**config.mk**
```make
export PLATFORM = sky130hd
export DESIGN_NAME = sample_addr_seq
export DESIGN_NICKNAME = d
export VERILOG_FILES = /design/src/rtl/sas_pkg.sv /design/src/rtl/sas_slot_div.sv /design/src/rtl/sas_phase_acc.sv /design/src/rtl/sample_addr_seq.sv
export SDC_FILE = /design/constraint.sdc
export NUM_CORES = 1
export LEC_CHECK = 0
export CORE_MARGIN = 3
export CORE_UTILIZATION = 60
export CTS_BUF_LIST = sky130_fd_sc_hd__clkbuf_4 sky130_fd_sc_hd__clkbuf_8
export DETAILED_ROUTE_END_ITERATION = 7
export PLACE_DENSITY = 0.83
export SLEW_MARGIN = 40
export SYNTH_ARGS = -nofsm -noshare
export SYNTH_HDL_FRONTEND = slang
export SYNTH_SLANG_ARGS = --single-unit
```
**constraint.sdc**
```tcl
create_clock -name clk -period 3.17 [get_ports clk]
set_clock_uncertainty 0.1 [all_clocks]
set_input_delay 0.634 -clock clk [delete_from_list [all_inputs] [get_ports clk]]
set_output_delay 0.634 -clock clk [all_outputs]
set_load 0.02 [all_outputs]
```
**src/rtl/sas_pkg.sv**
```systemverilog
package sas_pkg;
    localparam logic [7:0] REG_CTRL   = 8'h10;
    localparam logic [7:0] REG_ROUTE  = 8'h11;
    localparam logic [7:0] REG_BEG_LO = 8'h12;
    localparam logic [7:0] REG_BEG_HI = 8'h13;
    localparam logic [7:0] REG_FIN_LO = 8'h14;
    localparam logic [7:0] REG_FIN_HI = 8'h15;
    localparam logic [7:0] REG_DN_LO  = 8'h19;
    localparam logic [7:0] REG_DN_HI  = 8'h1A;
    localparam logic [7:0] REG_VOL    = 8'h1B;

    localparam int CTRL_START_BIT = 7;
    localparam int CTRL_RPT_BIT   = 4;
    localparam int CTRL_CLR_BIT   = 0;
endpackage

```
**src/rtl/sas_slot_div.sv**
```systemverilog
module sas_slot_div #(
    parameter int DIV = 144
) (
    input  logic clk,
    input  logic rst_n,
    output logic tick
);
    localparam int CW = (DIV > 1) ? $clog2(DIV) : 1;
    localparam logic [CW-1:0] LAST = CW'(DIV - 1);

    logic [CW-1:0] cnt_d, cnt_q;

    always_comb begin
        tick  = (cnt_q == LAST);
        cnt_d = tick ? '0 : cnt_q + 1'b1;
    end

    always_ff @(posedge clk or negedge rst_n) begin
        if (!rst_n) cnt_q <= '0;
        else        cnt_q <= cnt_d;
    end
endmodule

```
**src/rtl/sas_phase_acc.sv**
```systemverilog
module sas_phase_acc #(
    parameter int W = 16
) (
    input  logic         clk,
    input  logic         rst_n,
    input  logic         tick,
    input  logic         run,
    input  logic         clear,
    input  logic [W-1:0] delta,
    output logic         carry
);
    logic [W-1:0] acc_d, acc_q;
    logic [W:0]   sum;

    always_comb begin
        sum   = {1'b0, acc_q} + {1'b0, delta};
        carry = tick & run & sum[W];
        if (clear)            acc_d = '0;
        else if (tick && run) acc_d = sum[W-1:0];
        else                  acc_d = acc_q;
    end

    always_ff @(posedge clk or negedge rst_n) begin
        if (!rst_n) acc_q <= '0;
        else        acc_q <= acc_d;
    end
endmodule

```
**src/rtl/sample_addr_seq.sv**
```systemverilog
module sample_addr_seq #(
    parameter int SLOT_DIV = 144
) (
    input  logic        clk,
    input  logic        rst_n,
    input  logic        wr_en,
    input  logic [7:0]  wr_addr,
    input  logic [7:0]  wr_data,
    output logic [23:0] rd_addr,
    output logic        nib_hi,
    output logic        rd_req,
    output logic        playing,
    output logic        end_pulse,
    output logic        out_left,
    output logic        out_right,
    output logic [7:0]  volume
);
    import sas_pkg::*;

    localparam int UNIT_W  = 16;
    localparam int OFS_W   = 8;
    localparam int ADDR_W  = UNIT_W + OFS_W;
    localparam int DELTA_W = 16;

    typedef struct packed {
        logic                start;
        logic                rpt;
        logic                left;
        logic                right;
        logic [7:0]          vol;
        logic [UNIT_W-1:0]   beg;
        logic [UNIT_W-1:0]   fin;
        logic [DELTA_W-1:0]  delta;
        logic [ADDR_W-1:0]   addr;
        logic                nib_lo;
        logic                rd;
        logic                fin_p;
    } seq_t;

    seq_t s_d, s_q;
    logic slot_tick;
    logic step;
    logic rise;
    logic last_byte;
    logic ctrl_wr;
    logic n_start, n_rpt;

    sas_slot_div #(.DIV(SLOT_DIV)) u_div (
        .clk   (clk),
        .rst_n (rst_n),
        .tick  (slot_tick)
    );

    sas_phase_acc #(.W(DELTA_W)) u_acc (
        .clk   (clk),
        .rst_n (rst_n),
        .tick  (slot_tick),
        .run   (s_q.start),
        .clear (rise),
        .delta (s_q.delta),
        .carry (step)
    );

    always_comb begin
        ctrl_wr   = wr_en && (wr_addr == REG_CTRL);
        n_start   = wr_data[CTRL_START_BIT] & ~wr_data[CTRL_CLR_BIT];
        n_rpt     = wr_data[CTRL_RPT_BIT]   & ~wr_data[CTRL_CLR_BIT];
        rise      = ctrl_wr && n_start && !s_q.start;
        last_byte = (s_q.addr[OFS_W-1:0] == {OFS_W{1'b1}}) &&
                    (s_q.addr[ADDR_W-1:OFS_W] == s_q.fin);

        s_d       = s_q;
        s_d.rd    = 1'b0;
        s_d.fin_p = 1'b0;

        // code stepping from the accumulator carry
        if (step) begin
            if (!s_q.nib_lo) begin
                s_d.nib_lo = 1'b1;
            end else if (last_byte) begin
                if (s_q.rpt) begin
                    s_d.addr   = {s_q.beg, {OFS_W{1'b0}}};
                    s_d.nib_lo = 1'b0;
                    s_d.rd     = 1'b1;
                end else begin
                    s_d.start  = 1'b0;
                    s_d.fin_p  = 1'b1;
                end
            end else begin
                s_d.addr   = s_q.addr + 1'b1;
                s_d.nib_lo = 1'b0;
                s_d.rd     = 1'b1;
            end
        end

        // register writes take priority over stepping
        if (wr_en) begin
            case (wr_addr)
                REG_CTRL: begin
                    s_d.start = n_start;
                    s_d.rpt   = n_rpt;
                    if (rise) begin
                        s_d.addr   = {s_q.beg, {OFS_W{1'b0}}};
                        s_d.nib_lo = 1'b0;
                        s_d.rd     = 1'b1;
                    end
                end
                REG_ROUTE: begin
                    s_d.left  = wr_data[7];
                    s_d.right = wr_data[6];
                end
                REG_BEG_LO: s_d.beg[7:0]    = wr_data;
                REG_BEG_HI: s_d.beg[15:8]   = wr_data;
                REG_FIN_LO: s_d.fin[7:0]    = wr_data;
                REG_FIN_HI: s_d.fin[15:8]   = wr_data;
                REG_DN_LO:  s_d.delta[7:0]  = wr_data;
                REG_DN_HI:  s_d.delta[15:8] = wr_data;
                REG_VOL:    s_d.vol         = wr_data;
                default: ;
            endcase
        end
    end

    always_ff @(posedge clk or negedge rst_n) begin
        if (!rst_n) s_q <= '0;
        else        s_q <= s_d;
    end

    assign rd_addr   = s_q.addr;
    assign nib_hi    = ~s_q.nib_lo;
    assign rd_req    = s_q.rd;
    assign playing   = s_q.start;
    assign end_pulse = s_q.fin_p;
    assign out_left  = s_q.left;
    assign out_right = s_q.right;
    assign volume    = s_q.vol;
endmodule

```
==> parameters.txt <==
Parameter                              Value

Clocking
  Total of hold buffers inserted after clock tree synthesis    0
  Clock buffer count from CTS    9
  Clk_lat worst skew    0.40 ns
  Number of sinks driven by the clock tree    111
  Clock tree from TritonCTS    done
  Setup bufs post-CTS    0
  Clk root buf    sky130_fd_sc_hd__clkbuf_8
  Clock Path Buffers    2
  Cells resized by post-CTS repair    0
  Clock slew at the register clock pins of the worst setup and hold paths    0.11 ns
  H-tree lvl count    3

Synthesis
  Flip-flop and latch count after synthesis    111
  Net count after synthesis    645
  Most used DFF post-synth    sky130_fd_sc_hd__dfrtp_1
  Asr flop ratio synth    100.0%
  Gate Count Post-Synth    607
  Mean instance size in the synthesized netlist    10.52 µm²
  Number of enable-type register cells in the synthesized netlist    0
  Post-synth cell types    75
  Cell taking the most area after synthesis    sky130_fd_sc_hd__dfrtp_1
  Area of the mapped netlist    6386 µm²
  Area fraction of the dominant cell type after synthesis    43.50%
  Part of the Yosys area used for sequential elements    43.50%
  Number of warnings issued by yosys    0
  Top post-synthesis cells by area    sky130_fd_sc_hd__dfrtp_1 (43%), sky130_fd_sc_hd__mux2_2 (10%), sky130_fd_sc_hd__buf_4 (4.1%), sky130_fd_sc_hd__ha_1 (3.5%), sky130_fd_sc_hd__xor2_1 (3.4%)

Critical path
  Highest fanout seen on the critical path    24
  Worst Path Arrival    3.25 ns
  Required time reported for the critical path endpoint    3.36 ns
  Delay of the slowest cell on the worst path    0.61 ns
  Worst Setup End Kind    register
  Critical path, cell by cell    ha_1 > fa_1 > a211o_1 > a21oi_2 > o21ai_1 > a41oi_2 > a21oi_4 > a21oi_1 > a221o_1
  Critical path startpoint category    register
  Setup slack on the worst flop-to-flop path    0.11 ns
  Slowest-stage cell, CP    sky130_fd_sc_hd__a21oi_4
  CP Class    register to register

Global routing
  Global routing usage summed across all routing layers    28.19%
  Total congestion overflow after global routing    0
  Number of global-route vias before repair    4892
  Number of antenna violations at the first check in global routing    0
  Largest net degree at the start of global routing    62
  First-pass GRT wire length    25.43 mm

Routing
  Final ANT Viol Nets    0
  Count of vias placed by the detailed router    4993
  DRT Pass-1 Iters    8
  Detailed-route DRC error count    0
  Wirelength, routed    15.95 mm
  Drt via density    6.409
  Routed length per placed instance    20.48 µm
  Number of DRC markers after the initial detailed-route iteration    454

Timing
  Final sum of negative setup slack    0 ns
  Unrepaired setup endpoints after global routing    false
  Highest clock frequency the design can meet    326.5 MHz
  Minimum clock period    3.063 ns
  Final Cycle Share    96.62%
  Hold Worst Slack    0.1600 ns
  Transition time at the pin with the least slew margin    0.6923 ns
  Final Hold Viols    0
  Final worst slack    0.1070 ns
  Slew margin rel.    53.74%
  Number of max-slew violations in the final report    0
  Setup violation total in the final timing report    0

Placed design
  Number of buffers inserted by port buffering    56
  Weighted congestion reported at the end of routability-driven placement    0.9405
  Worst slack, placed    0.2233 ns
  HPWL after DPL    11.09 mm

Floorplanning
  Placement row count    37
  Starting utilization of the core area    61.86%
  Die area    11920 µm²
  Die extent in x    109.2 µm
  Core area    10320 µm²
  Die extent in y    109.2 µm
  Number of placed I/O pins    57

Power
  Fraction of power spent switching nets    28.10%
  Power Total    2.706 mW
  Peak supply drop    0.4672 mV
  Seq pwr share    55.3%
  Power share of the clock group    30.3%
  Power dissipated by switching net loads    760.4 µW
  LEAKAGE    3.355 nW
  Power per standard cell area    382.6 nW/µm²
  Int Pwr    1.946 mW
  Part of the power in combinational logic    14.4%

Cells and area
  Area used by multi-input combinational logic    3191 µm²
  Total of fill cells in the finished design    766
  Final Net Count    676
  Sequential standard cell area    2778 µm²
  # diodes    0
  Area added between synthesis and finish    10.78%
  Share of post-route cells with drive strength above 1    18.20%

Min path
  Class of the tightest hold or removal check    primary input to async pin

Outcome
  Status    completed

Flow run
  Max-capacitance violation count    0
[synth_stat cells, drive strengths merged (2+ instances only)]
library cell and count:
a22oi 2, o31a 2, and3 15, nor4 6, a31oi 5, dfrtp 111
nor2 31, and4 5, a211oi 4, a21o 12, nand2 44, xor2 25
a31o 2, nand2b 7, and2 3, a221oi 3, o21a 4, xnor2 8
o211ai 5, a311oi 3, nor3b 3, buf 41, nor2b 5, nand3 40
a32oi 2, nor3 12, o21ai 28, or3 5, o22ai 8, mux2 57
ha 18, a221o 7, a41oi 2, or2 2, o31ai 3, inv 11
a21oi 18, mux2i 5, clkbuf 14, a32o 3, nand4 10
[cells in the final DEF, fill, tap and decap left out, types with 18 or more instances in the layout]
cell type | synthesis | final
sky130_fd_sc_hd__dfrtp_1 | 111 | 111
sky130_fd_sc_hd__mux2_2 | 57 | 57
sky130_fd_sc_hd__clkdlybuf4s50_1 | 0 | 55
sky130_fd_sc_hd__nand2_1 | 43 | 43
sky130_fd_sc_hd__nand3_1 | 40 | 40
sky130_fd_sc_hd__nor2_1 | 31 | 31
sky130_fd_sc_hd__xor2_1 | 25 | 25
sky130_fd_sc_hd__o21ai_0 | 19 | 19
sky130_fd_sc_hd__buf_4 | 35 | 19
sky130_fd_sc_hd__ha_1 | 18 | 18
[power groups by stage]
stage          registers (mW)  logic [mW]  clock network [mW]
2_1_floorplan            1.51       0.254                   0
3_3_place_gp             1.52       0.371                   0
3_5_place_dp             1.52       0.384                   0
4_1_cts                  1.49       0.390               0.833
5_1_grt                  1.50       0.428               0.887
6_report                 1.50       0.389               0.821
[stage by stage]
step	instance area, µm²	utilization [%]	instances
2_1_floorplan	6386	-	607
3_3_place_gp	6897	66.80	763
3_5_place_dp	6897	66.80	763
4_1_cts	7074	68.53	779
5_1_grt	7074	68.53	779
6_report	7074	68.53	779
[final cells by class]
| cell class | instances | area share (%) |
|---|---|---|
| clock buffers | 11 | 1.963 |
| clock inverters | 5 | 0.5483 |
| inverters | 12 | 0.6367 |
| multi-input cells | 429 | 45.10 |
| flip-flops and latches | 111 | 39.26 |
| well taps | 136 | 2.405 |
| repair buffers | 75 | 10.08 |
[layer usage]
metal,vias to the layer above,global-route usage (%),share of wire (%),routed length [µm]
li1,2253,-,-,-
met1,2462,39.87,43,6899
met2,248,42.98,46,7334
met3,30,6.513,8.1,1296
met4,0,9.288,2.6,422
met5,-,0,0,0
[worst paths after layout]
check / from / to / depth (start not counted)
max in group asynchronous: rst_n / volume[5] / 2
max: u_acc.acc_q[0] / rd_addr[10] / 9
min: rst_n / u_acc.acc_q[15] / 1
min reg2reg: u_div.cnt_q[0] / u_div.cnt_q[0] / 1
min in group clk: u_div.cnt_q[0] / u_div.cnt_q[0] / 1
max reg2reg: u_acc.acc_q[0] / rd_addr[10] / 9
[kinds of logic (layout without fill, tap and decap cells)]
logic type      after synthesis  in the layout  share of synthesized area [%]
simple gates                190            190                          15.81
buf+inv                      67            103                          6.544
flops                       111            111                          43.50
xor+xnor                     33             33                          4.526
compound gates              125            125                          14.95
fa+ha+maj                    19             19                          3.840
mux                          62             62                          10.83
[registers in the layout, indices dropped and copies added (netlist names)]
name,flops
volume,8
out_right,1
rd_addr,24
out_left,1
end_pulse,1
s_q,50
u_acc.acc_q,16
rd_req,1
u_div.cnt_q,8
playing,1
[worst max-delay path: cells and delay by family, from the launching register on]
kind / cells / cell delay, ns
AO/OA/AOI/OAI: 7 / 2.02
adder cells (fa/ha/maj): 2 / 0.45
flip-flops: 1 / 0.38
Power figures use the tool's default switching activity.
